[src/rtl/fcc_pkg.sv]
package fcc_pkg;
  localparam int BUS_W = 32;

  typedef enum logic [1:0] {
    OP_NONE   = 2'd0,
    OP_PROG   = 2'd1,
    OP_SERASE = 2'd2,
    OP_MERASE = 2'd3
  } fl_op_e;

  typedef enum logic [1:0] {
    KS_LOCKED = 2'd0,
    KS_HALF   = 2'd1,
    KS_OPEN   = 2'd2,
    KS_DEAD   = 2'd3
  } key_st_e;

  typedef struct packed {
    logic seq;
    logic par;
    logic aln;
    logic wrp;
    logic ope;
  } err_t;

  // control register bit positions
  localparam int CB_PROG    = 0;
  localparam int CB_SER     = 1;
  localparam int CB_MER     = 2;
  localparam int CB_SNB_LSB = 3;
  localparam int CB_SZ_LSB  = 8;
  localparam int CB_START   = 16;
  localparam int CB_LOCK    = 31;

  // status register bit positions
  localparam int SB_BUSY = 16;
  localparam int SB_SEQ  = 7;
  localparam int SB_PAR  = 6;
  localparam int SB_ALN  = 5;
  localparam int SB_WRP  = 4;
  localparam int SB_OPE  = 1;

  // register word index (address bits 3:2)
  localparam logic [1:0] RI_KEY = 2'd0;
  localparam logic [1:0] RI_CTL = 2'd1;
  localparam logic [1:0] RI_STS = 2'd2;
endpackage

[src/rtl/fcc_key_fsm.sv]
module fcc_key_fsm
  import fcc_pkg::*;
#(
  parameter logic [31:0] KEY_A = 32'h4567_0123,
  parameter logic [31:0] KEY_B = 32'hCDEF_89AB
) (
  input  logic        clk,
  input  logic        rst,
  input  logic        key_wr,
  input  logic [31:0] key_val,
  input  logic        relock,
  output key_st_e     state_o
);
  key_st_e st;

  always_ff @(posedge clk) begin
    if (rst) begin
      st <= KS_LOCKED;
    end else begin
      case (st)
        KS_LOCKED: if (key_wr) st <= (key_val == KEY_A) ? KS_HALF : KS_DEAD;
        KS_HALF:   if (key_wr) st <= (key_val == KEY_B) ? KS_OPEN : KS_DEAD;
        KS_OPEN:   if (relock) st <= KS_LOCKED;
        default:   st <= KS_DEAD;
      endcase
    end
  end

  assign state_o = st;
endmodule

[src/rtl/fcc_busy_track.sv]
module fcc_busy_track (
  input  logic clk,
  input  logic rst,
  input  logic launch,
  input  logic fl_busy,
  output logic busy_o
);
  logic busy_q;
  logic seen_q;

  // busy covers the gap between the request and the macro's answer
  always_ff @(posedge clk) begin
    if (rst) begin
      busy_q <= 1'b0;
      seen_q <= 1'b0;
    end else if (launch) begin
      busy_q <= 1'b1;
      seen_q <= 1'b0;
    end else if (busy_q) begin
      if (fl_busy) begin
        seen_q <= 1'b1;
      end else if (seen_q) begin
        busy_q <= 1'b0;
        seen_q <= 1'b0;
      end
    end
  end

  assign busy_o = busy_q;
endmodule

[src/rtl/fcc_launch_check.sv]
module fcc_launch_check
  import fcc_pkg::*;
#(
  parameter int FOFF_W    = 20,
  parameter int NUM_SECT  = 12,
  parameter int SNB_W     = 4,
  parameter int SMALL_CNT = 4,
  parameter int SMALL_LOG = 14,
  parameter int MID_LOG   = 16,
  parameter int BIG_LOG   = 17
) (
  input  logic              start_wr,
  input  logic              data_wr,
  input  logic              unlocked,
  input  logic              busy,
  input  logic              ser_i,
  input  logic              mer_i,
  input  logic [SNB_W-1:0]  snb_i,
  input  logic              prog_i,
  input  logic [1:0]        psz_i,
  input  logic [1:0]        size_i,
  input  logic [FOFF_W-1:0] off_i,
  input  logic [NUM_SECT-1:0] wp_i,
  output logic              go_o,
  output fl_op_e            op_o,
  output logic [SNB_W-1:0]  sect_o,
  output err_t              err_o
);
  localparam int PAD = 1 << SNB_W;
  localparam logic [31:0] SMALL_END = 32'(SMALL_CNT) << SMALL_LOG;
  localparam logic [31:0] MID_END   = SMALL_END + (32'd1 << MID_LOG);

  logic [PAD-1:0] wp_pad;
  for (genvar g = 0; g < PAD; g++) begin : g_wp
    if (g < NUM_SECT) begin : g_on
      assign wp_pad[g] = wp_i[g];
    end else begin : g_off
      assign wp_pad[g] = 1'b0;
    end
  end

  logic [31:0] off32;
  logic [31:0] sect32;
  logic [SNB_W-1:0] addr_sect;
  logic aln_bad;
  logic snb_ok;

  assign off32 = 32'(off_i);

  always_comb begin
    if (off32 < SMALL_END)    sect32 = off32 >> SMALL_LOG;
    else if (off32 < MID_END) sect32 = 32'(SMALL_CNT);
    else                      sect32 = 32'(SMALL_CNT) + 32'd1 + ((off32 - MID_END) >> BIG_LOG);
  end
  assign addr_sect = SNB_W'(sect32);

  always_comb begin
    case (psz_i)
      2'd0:    aln_bad = 1'b0;
      2'd1:    aln_bad = off_i[0];
      2'd2:    aln_bad = |off_i[1:0];
      default: aln_bad = |off_i[2:0];
    endcase
  end

  assign snb_ok = 32'(snb_i) < NUM_SECT;

  always_comb begin
    go_o   = 1'b0;
    op_o   = OP_NONE;
    sect_o = snb_i;
    err_o  = '0;
    if (start_wr) begin
      if (busy || !(ser_i || mer_i)) begin
        err_o.seq = 1'b1;
      end else if (mer_i) begin
        if (|wp_i) err_o.wrp = 1'b1;
        else begin
          go_o = 1'b1;
          op_o = OP_MERASE;
        end
      end else if (!snb_ok) begin
        err_o.ope = 1'b1;
      end else if (wp_pad[snb_i]) begin
        err_o.wrp = 1'b1;
      end else begin
        go_o = 1'b1;
        op_o = OP_SERASE;
      end
    end else if (data_wr) begin
      sect_o = addr_sect;
      if (!unlocked || !prog_i || busy) begin
        err_o.seq = 1'b1;
      end else if (size_i != psz_i) begin
        err_o.par = 1'b1;
      end else if (aln_bad) begin
        err_o.aln = 1'b1;
      end else if (wp_pad[addr_sect]) begin
        err_o.wrp = 1'b1;
      end else begin
        go_o = 1'b1;
        op_o = OP_PROG;
      end
    end
  end
endmodule

[src/rtl/flash_cmd_ctrl.sv]
module flash_cmd_ctrl
  import fcc_pkg::*;
#(
  parameter int FOFF_W    = 20,
  parameter int NUM_SECT  = 12,
  parameter int SNB_W     = 4,
  parameter int SMALL_CNT = 4,
  parameter int SMALL_LOG = 14,
  parameter int MID_LOG   = 16,
  parameter int BIG_LOG   = 17,
  parameter logic [31:0] KEY_A = 32'h4567_0123,
  parameter logic [31:0] KEY_B = 32'hCDEF_89AB
) (
  input  logic                clk,
  input  logic                rst,
  input  logic                bus_wr,
  input  logic                bus_rd,
  input  logic [FOFF_W:0]     bus_addr,
  input  logic [1:0]          bus_size,
  input  logic [BUS_W-1:0]    bus_wdata,
  output logic [BUS_W-1:0]    bus_rdata,
  input  logic [NUM_SECT-1:0] wp_sect,
  input  logic                fl_busy,
  output logic                fl_req,
  output logic [1:0]          fl_op,
  output logic [SNB_W-1:0]    fl_sector,
  output logic [FOFF_W-1:0]   fl_addr,
  output logic [BUS_W-1:0]    fl_wdata,
  output logic [1:0]          fl_size
);
  localparam int ADDR_W = FOFF_W + 1;

  // decode
  logic in_flash;
  logic [1:0] ridx;
  logic key_wr, ctl_wr, sts_wr, data_wr;
  assign in_flash = bus_addr[ADDR_W-1];
  assign ridx     = bus_addr[3:2];
  assign key_wr   = bus_wr && !in_flash && (ridx == RI_KEY);
  assign ctl_wr   = bus_wr && !in_flash && (ridx == RI_CTL);
  assign sts_wr   = bus_wr && !in_flash && (ridx == RI_STS);
  assign data_wr  = bus_wr && in_flash;

  // lock
  key_st_e key_state;
  logic unlocked, key_dead, relock, ctl_upd, start_wr;
  assign unlocked = (key_state == KS_OPEN);
  assign key_dead = (key_state == KS_DEAD);
  assign relock   = ctl_wr && unlocked && bus_wdata[CB_LOCK];
  assign ctl_upd  = ctl_wr && unlocked && !bus_wdata[CB_LOCK];
  assign start_wr = ctl_upd && bus_wdata[CB_START];

  fcc_key_fsm #(.KEY_A(KEY_A), .KEY_B(KEY_B)) u_key (
    .clk     (clk),
    .rst     (rst),
    .key_wr  (key_wr),
    .key_val (bus_wdata),
    .relock  (relock),
    .state_o (key_state)
  );

  // control fields
  logic prog_q, ser_q, mer_q;
  logic [SNB_W-1:0] snb_q;
  logic [1:0] psz_q;

  always_ff @(posedge clk) begin
    if (rst || relock) begin
      prog_q <= 1'b0;
      ser_q  <= 1'b0;
      mer_q  <= 1'b0;
      snb_q  <= '0;
      psz_q  <= '0;
    end else if (ctl_upd) begin
      prog_q <= bus_wdata[CB_PROG];
      ser_q  <= bus_wdata[CB_SER];
      mer_q  <= bus_wdata[CB_MER];
      snb_q  <= bus_wdata[CB_SNB_LSB +: SNB_W];
      psz_q  <= bus_wdata[CB_SZ_LSB +: 2];
    end
  end

  // launch decision
  logic busy_q, go;
  fl_op_e go_op;
  logic [SNB_W-1:0] go_sect;
  err_t err_set, err_clr, err_q;

  fcc_launch_check #(
    .FOFF_W(FOFF_W), .NUM_SECT(NUM_SECT), .SNB_W(SNB_W), .SMALL_CNT(SMALL_CNT),
    .SMALL_LOG(SMALL_LOG), .MID_LOG(MID_LOG), .BIG_LOG(BIG_LOG)
  ) u_chk (
    .start_wr (start_wr),
    .data_wr  (data_wr),
    .unlocked (unlocked),
    .busy     (busy_q),
    .ser_i    (bus_wdata[CB_SER]),
    .mer_i    (bus_wdata[CB_MER]),
    .snb_i    (bus_wdata[CB_SNB_LSB +: SNB_W]),
    .prog_i   (prog_q),
    .psz_i    (psz_q),
    .size_i   (bus_size),
    .off_i    (bus_addr[FOFF_W-1:0]),
    .wp_i     (wp_sect),
    .go_o     (go),
    .op_o     (go_op),
    .sect_o   (go_sect),
    .err_o    (err_set)
  );

  fcc_busy_track u_busy (
    .clk     (clk),
    .rst     (rst),
    .launch  (go),
    .fl_busy (fl_busy),
    .busy_o  (busy_q)
  );

  // sticky errors, write one to clear
  always_comb begin
    err_clr = '0;
    if (sts_wr) begin
      err_clr.seq = bus_wdata[SB_SEQ];
      err_clr.par = bus_wdata[SB_PAR];
      err_clr.aln = bus_wdata[SB_ALN];
      err_clr.wrp = bus_wdata[SB_WRP];
      err_clr.ope = bus_wdata[SB_OPE];
    end
  end

  always_ff @(posedge clk) begin
    if (rst) err_q <= '0;
    else     err_q <= (err_q & ~err_clr) | err_set;
  end

  // macro request, registered
  always_ff @(posedge clk) begin
    if (rst) begin
      fl_req    <= 1'b0;
      fl_op     <= OP_NONE;
      fl_sector <= '0;
      fl_addr   <= '0;
      fl_wdata  <= '0;
      fl_size   <= '0;
    end else begin
      fl_req <= go;
      if (go) begin
        fl_op     <= go_op;
        fl_sector <= go_sect;
        fl_addr   <= bus_addr[FOFF_W-1:0];
        fl_wdata  <= bus_wdata;
        fl_size   <= bus_size;
      end
    end
  end

  // read path
  logic [BUS_W-1:0] ctl_view, sts_view;
  always_comb begin
    ctl_view = '0;
    ctl_view[CB_PROG] = prog_q;
    ctl_view[CB_SER]  = ser_q;
    ctl_view[CB_MER]  = mer_q;
    ctl_view[CB_SNB_LSB +: SNB_W] = snb_q;
    ctl_view[CB_SZ_LSB +: 2] = psz_q;
    ctl_view[CB_LOCK] = !unlocked;
    sts_view = '0;
    sts_view[SB_BUSY] = busy_q;
    sts_view[SB_SEQ]  = err_q.seq;
    sts_view[SB_PAR]  = err_q.par;
    sts_view[SB_ALN]  = err_q.aln;
    sts_view[SB_WRP]  = err_q.wrp;
    sts_view[SB_OPE]  = err_q.ope;
  end

  always_ff @(posedge clk) begin
    if (rst) begin
      bus_rdata <= '0;
    end else if (bus_rd) begin
      if (in_flash)              bus_rdata <= '0;
      else if (ridx == RI_CTL)   bus_rdata <= ctl_view;
      else if (ridx == RI_STS)   bus_rdata <= sts_view;
      else                       bus_rdata <= '0;
    end
  end
endmodule

[config.mk]
export PLATFORM = sky130hd
export DESIGN_NAME = flash_cmd_ctrl
export DESIGN_NICKNAME = d
export VERILOG_FILES = /design/src/rtl/fcc_pkg.sv /design/src/rtl/fcc_key_fsm.sv /design/src/rtl/fcc_busy_track.sv /design/src/rtl/fcc_launch_check.sv /design/src/rtl/flash_cmd_ctrl.sv
export SDC_FILE = /design/constraint.sdc
export NUM_CORES = 1
export LEC_CHECK = 0
export BUFFER_PORTS_ARGS = -buffer_cell sky130_fd_sc_hd__clkbuf_2
export CAP_MARGIN = 20
export CORE_ASPECT_RATIO = 2
export CORE_MARGIN = 2
export CORE_UTILIZATION = 29
export DETAILED_ROUTE_END_ITERATION = 10
export PLACE_DENSITY = 0.52
export SLEW_MARGIN = 20
export SYNTH_ARGS = -nofsm -noshare
export SYNTH_HDL_FRONTEND = slang
export SYNTH_SLANG_ARGS = --single-unit
[constraint.sdc]
create_clock -name clk -period 3.2 [get_ports clk]
set_input_delay 0.32 -clock clk [delete_from_list [all_inputs] [get_ports clk]]
set_output_delay 0.32 -clock clk [all_outputs]
set_load 0.02 [all_outputs]
==> results of run 1 <==
==> worst max-delay path by stage <==
stage | start | end | slack [ps]
after global routing | bus_addr[18] | fl_wdata[0] | 140
after global placement | bus_addr[18] | fl_wdata[0] | 130
after detailed placement | bus_addr[18] | fl_wdata[0] | 30
after CTS | bus_addr[18] | fl_size[0] | 360
final | bus_addr[18] | fl_size[0] | 360
after floorplan | bus_addr[17] | fl_sector[3] | 360
==> flip-flops by register name, indices dropped and copies added (netlist names), 2 cells and up <==
signal / flops
snb_q: 4
u_key.state_o: 2
fl_op: 2
fl_addr: 20
bus_rdata: 12
fl_wdata: 32
fl_sector: 4
err_q: 5
psz_q: 2
fl_size: 2
==> layer usage <==
metal | share of wire (%) | vias up | GRT usage (%)
met1 | 38 | 1896 | 17.4
met4 | 3.1 | 0 | 7.70
met5 | 0 | - | 0
li1 | - | 1954 | -
met3 | 4.3 | 26 | 2.66
met2 | 55 | 148 | 30.7
==> cell usage in the layout, fill, tap and decap left out, drive strengths merged, types with 10 or more instances in the layout <==
| cell type | n |
|---|---|
| clkbuf | 154 |
| nand2 | 117 |
| dfxtp | 91 |
| mux2i | 71 |
| nor2 | 35 |
| conb | 20 |
| nand2b | 17 |
| a21oi | 10 |
| a22oi | 10 |
| inv | 10 |
==> layout make-up <==
cell class                      instances  area, sq um  share of cell area (%)
Clock buffer                           10          229                    4.13
Clock inverter                          6         73.8                    1.33
Inverter                                9         35.0                   0.632
Multi-Input combinational cell        369         2340                    42.2
Sequential cell                        91         1820                    32.9
Tap cell                              195          244                    4.40
Timing Repair Buffer                  153          801                    14.5
==> kinds of logic after synthesis <==
kind of cell	after synthesis
muxes	74
adders and majority gates	2
buffers and inverters	58
and+or+nand+nor	214
AOI/OAI and AO/OA	56
other	1
DFF	91
xor gates and xnor gates	3
==> power by group <==
group / total (mW) / switching, mW / internal (mW)
sequential: 1.14 / 0.00227 / 1.13
clock: 1.08 / 0.463 / 0.615
combinational: 0.260 / 0.168 / 0.0920
total: 2.47 / 0.633 / 1.84
==> worst max-delay path, cell delays in order <==
cell and delay [ps]:
clkbuf_2 120, inv_1 70, ha_1 180, ha_1 290, nor2b_1 130, a21oi_1 360
mux2i_1 160, a2111oi_2 580, a2111oi_4 100, nor2_4 150, buf_12 320, mux2i_1 250
==> results.sh, run 1 <==
export IMPL_io_pins=165
export IMPL_dr_total_vias=4024
export IMPL_hold_path_class="in2reg"
export IMPL_cts_sinks=91
export IMPL_initial_core_util_pct=29.8
export IMPL_grt_pass1_vias=3907
export IMPL_whs_path_depth=3
export IMPL_antenna_found_initial=0
export IMPL_synth_most_common_cell="nand2_1"
export IMPL_htreeDepth=3
export IMPL_drv_slew=0
export IMPL_nets=707
export IMPL_worstSetupPathType="in2reg"
export IMPL_syn_area_sq_mm=0.00441
export IMPL_ff2ff_path_depth=8
export IMPL_preCtsSetupSlack_ps=25.2
export IMPL_synth_xor_area_share_pct=0.596
export IMPL_status="finished clean"
export IMPL_syn_area_per_cell_sq_um=8.84
export IMPL_die_area_sq_mm=0.0163
export IMPL_critical_path_arrival_ps=3100
export IMPL_r2r_end="fl_size[0]"
export IMPL_dpl_cell_area_sq_mm=0.00524
export IMPL_fin_worst_skew_ps=8.25
export IMPL_vdd_drop_max_mv=0.220
export IMPL_routed_wl_um=13500
export IMPL_antennaDiodeCount=0
export IMPL_grt_overflow=0
export IMPL_tightest_slew_ps=825
export IMPL_stdcell_area_sq_mm=0.00554
export IMPL_finalSetupViolCount=0
export IMPL_r2r_start="u_key.state_o[1]"
export IMPL_synth_flop_cell="dfxtp_1"
export IMPL_yosysWarnings=0
export IMPL_yosysTopAreaCell="dfxtp_1"
export IMPL_leakagePower_nw=2.68
export IMPL_min_to="fl_addr[7]"
export IMPL_grtUsageTotal_pct=16.3
export IMPL_worstHoldStart="bus_addr[7]"
export IMPL_netlist_top_cells_count="nand2_1 (117), dfxtp_1 (91), mux2i_1 (71)"
export IMPL_drc=0
export IMPL_rsz0062_at_grt="no"
export IMPL_power_mw=2.47
export IMPL_fin_setup_tns_ps=0
export IMPL_fillers=1628
export IMPL_synthMuxAreaShare_pct=17.6
export IMPL_worst_slack_ps=358
export IMPL_synth_top_area_share_pct=41.3
export IMPL_post_dp_hpwl_um=10400
export IMPL_clk_latency_ps=340
export IMPL_start_kind="input port"
export IMPL_cts_tree="done"
export IMPL_place_gp_congestion=0.852
export IMPL_fp_row_count=63
export IMPL_io_buffers=144
export IMPL_cts_reportedPaths_clkPinSlew_ps=70
export IMPL_relSlewSlack_pct=44.9
export IMPL_core_area_sq_mm=0.0148
export IMPL_grt_pass1_wl_um=20600
export IMPL_synth_edf_count=0
export IMPL_drtIter0Drc=207
export IMPL_dp_cells=817
export IMPL_synthTopCellsByArea="dfxtp_1 (41%), mux2i_1 (16%), nand2_1 (10%)"
export IMPL_utilization_pct=37.4
export IMPL_r2r_slack_ps=690
export IMPL_final_cells=833
export IMPL_firstDrtPassIters=5
export IMPL_root_buffer="clkbuf_16"
export IMPL_cp_max_fo=51
export IMPL_cp_data_required_time_ps=3460
export IMPL_synth_simple_area_share_pct=22.3
export IMPL_synth_compound_area_share_pct=9.90
export IMPL_yosysSeqAreaShare_pct=41.3
export IMPL_cts_resized=0
export IMPL_drive_gt1_share_pct=28.1
export IMPL_fmax_mhz=352
export IMPL_via_per_inst=4.83
export IMPL_grt_start_max_net_pins=65
export IMPL_synth_cells=499
export IMPL_hold_ws_ps=206
export IMPL_fp_dieH_um=178
export IMPL_avgRoutedWirePerCell_um=16.2
export IMPL_drtAntennaViolNets=0
export IMPL_end_kind="flop"
export IMPL_period_needed_ps=2840
export IMPL_holdBufCountCts=0
export IMPL_ys_ff_latch=91
export IMPL_syn_to_final_growth_pct=25.6
export IMPL_numCtsBuffers=9
export IMPL_postCtsSetupBuffers=0
export IMPL_drv_cap=0
export IMPL_die_x_um=91.2
export IMPL_ys_async_sr_fraction_pct=0
export IMPL_power_density_mw_per_mm2=447
export IMPL_period_share_pct=88.8
export IMPL_cts_path_max_buffers=2
export IMPL_synth_top_family_by_area="simple AND/OR/NAND/NOR gates"
export IMPL_synth_cell_types=55
export IMPL_hold_viol=0
export IMPL_synthAdderAreaFrac_pct=0.567
(Power assumes the default switching activity.)
==> run 2: changes to the inputs <==
==> constraint.sdc (replaced) <==
create_clock -name clk -period 3.3 [get_ports clk]
set_input_delay 0.33 -clock clk [delete_from_list [all_inputs] [get_ports clk]]
set_output_delay 0.33 -clock clk [all_outputs]
set_load 0.02 [all_outputs]
==> run 2 against run 1 <==
Effect of this change: sequential power is 4% lower; routed wire length decreased by 0.68%; hold slack gained 1.4 ps; setup slack better by 98 ps; clock power is essentially flat; power is 1.5% lower; cell count rose by 0.48%; core utilization rose by 0.32 points; register-to-register slack improved by 40 ps; global-route usage is 0.084 points lower; non-clock buffer count grew 4.
==> results.sh, run 2 (synthesis results as in run 1) <==
export IMPL_ff2ff_path_depth=9
export IMPL_cts_path_max_buffers=2
export IMPL_worstSetupPathType="in2reg"
export IMPL_drtAntennaViolNets=0
export IMPL_clk_latency_ps=350
export IMPL_drv_cap=0
export IMPL_whs_path_depth=3
export IMPL_p_int_mw=1.80
export IMPL_post_dp_hpwl_um=10500
export IMPL_firstDrtPassIters=4
export IMPL_start_kind="input port"
export IMPL_rsz0062_at_grt="no"
export IMPL_worst_slack_ps=456
export IMPL_cts_sinks=91
export IMPL_die_area_sq_mm=0.0163
export IMPL_fin_setup_tns_ps=0
export IMPL_grtUsageTotal_pct=16.2
export IMPL_period_share_pct=86.2
export IMPL_switchingPower_uw=636
export IMPL_hold_path_class="in2reg"
export IMPL_drv_slew=0
export IMPL_final_common_cell="clkbuf_2"
export IMPL_htreeDepth=3
export IMPL_nets=711
export IMPL_largest_register_ff_count=32
export IMPL_vdd_drop_max_mv=0.220
export IMPL_finalSetupViolCount=0
export IMPL_antennaDiodeCount=0
export IMPL_seqPwrFrac_pct=45.2
export IMPL_root_buffer="clkbuf_16"
export IMPL_min_to="fl_addr[7]"
export IMPL_io_pins=165
export IMPL_leakagePower_nw=2.72
export IMPL_tightest_slew_ps=675
export IMPL_drc=0
export IMPL_numCtsBuffers=9
export IMPL_die_x_um=91.2
export IMPL_fp_dieH_um=178
export IMPL_dr_total_vias=3976
export IMPL_fp_row_count=63
export IMPL_grt_overflow=0
export IMPL_antenna_found_initial=0
export IMPL_status="finished clean"
export IMPL_hold_viol=0
export IMPL_grt_pass1_vias=3858
export IMPL_critical_path_arrival_ps=3110
export IMPL_via_per_inst=4.75
export IMPL_routed_wl_um=13400
export IMPL_r2r_end="fl_wdata[21]"
export IMPL_relSlewSlack_pct=54.9
export IMPL_swShare_pct=26.1
export IMPL_core_area_sq_mm=0.0148
export IMPL_grt_pass1_wl_um=20300
export IMPL_fmax_mhz=352
export IMPL_end_kind="flop"
export IMPL_drive_gt1_share_pct=28.7
export IMPL_place_gp_congestion=0.783
export IMPL_cts_tree="done"
export IMPL_fin_worst_skew_ps=9.36
export IMPL_p_clk_share_pct=44.3
export IMPL_initial_core_util_pct=29.8
export IMPL_r2r_slack_ps=730
export IMPL_cts_resized=0
export IMPL_io_buffers=144
export IMPL_power_density_mw_per_mm2=436
export IMPL_r2r_start="u_key.state_o[1]"
export IMPL_cp_max_fo=46
export IMPL_syn_to_final_growth_pct=26.7
export IMPL_drtIter0Drc=173
export IMPL_postCtsSetupBuffers=0
export IMPL_period_needed_ps=2840
export IMPL_holdBufCountCts=0
export IMPL_largest_register="fl_wdata"
export IMPL_grt_start_max_net_pins=67
export IMPL_cts_reportedPaths_clkPinSlew_ps=70
export IMPL_cp_data_required_time_ps=3570
export IMPL_pwr_share_comb_pct=10.5
export IMPL_preCtsSetupSlack_ps=110
export IMPL_reg_top3="fl_wdata: 32 flops, fl_addr: 20 flops, bus_rdata: 12 flops"
export IMPL_avgRoutedWirePerCell_um=16.0
export IMPL_mostFrequentLayoutCells="clkbuf_2 (144), nand2_1 (117), dfxtp_1 (91), mux2i_1 (71), nor2_1 (34)"
export IMPL_worstHoldStart="bus_addr[7]"
-- run 2: worst max-delay path by stage --
| stage | to | slack, ps | cells past startpoint | from |
|---|---|---|---|---|
| 2_1_floorplan | fl_sector[3] | 450 | 12 | bus_addr[17] |
| 3_3_place_gp | fl_wdata[0] | 140 | 13 | bus_addr[17] |
| 3_5_place_dp | fl_wdata[2] | 110 | 13 | bus_addr[17] |
| 4_1_cts | fl_wdata[2] | 460 | 13 | bus_addr[17] |
| 5_1_grt | fl_addr[3] | 290 | 13 | bus_addr[17] |
| 6_report | fl_wdata[21] | 460 | 13 | bus_addr[17] |
-- run 2: critical path: stages --
cell       delay (ps)
clkbuf_2           90
inv_1              40
ha_1              220
ha_1              360
xor2_1            370
o21ai_2           170
mux2i_1           170
a211oi_2          340
a2111oi_4          90
buf_4             200
nor2_4            140
buf_12            300
mux2i_1           240
-- run 2: final cells by class --
cell class	instances	area [sq um]
Clock buffer	9	225
Fill cell	1594	9230
Inverter	9	35.0
Timing Repair Buffer	157	831
Sequential cell	91	1820
Multi-Input combinational cell	369	2340
Clock inverter	7	95.1
Tap cell	195	244
-- run 2: power groups by stage --
stage | clock network, mW | registers (mW) | logic [mW]
final | 1.08 | 1.10 | 0.256
after global routing | 1.17 | 1.10 | 0.279
after CTS | 1.11 | 1.10 | 0.258
after detailed placement | 0 | 1.13 | 0.257
after global placement | 0 | 1.13 | 0.256
after floorplan | 0 | 1.13 | 0.166
-- run 2: routing by layer --
metal  track usage [%]  vias up  routed length [um]
li1                  -     1968                   -
met1              16.6     1848                4960
met2              31.0      133                7380
met3              2.96       27                 605
met4              8.21        0                 438
met5                 0        -                   0
-- run 2: through the flow --
step	instances	utilization [%]	power (mW)	cell area (sq um)	hold WS (ps)
6_report	837	37.7	2.44	5590	208
5_1_grt	837	37.7	2.55	5590	199
4_1_cts	837	37.7	2.47	5590	199
3_5_place_dp	821	35.6	1.38	5270	456
3_3_place_gp	821	35.6	1.38	5270	445
2_1_floorplan	518	-	1.29	4480	436
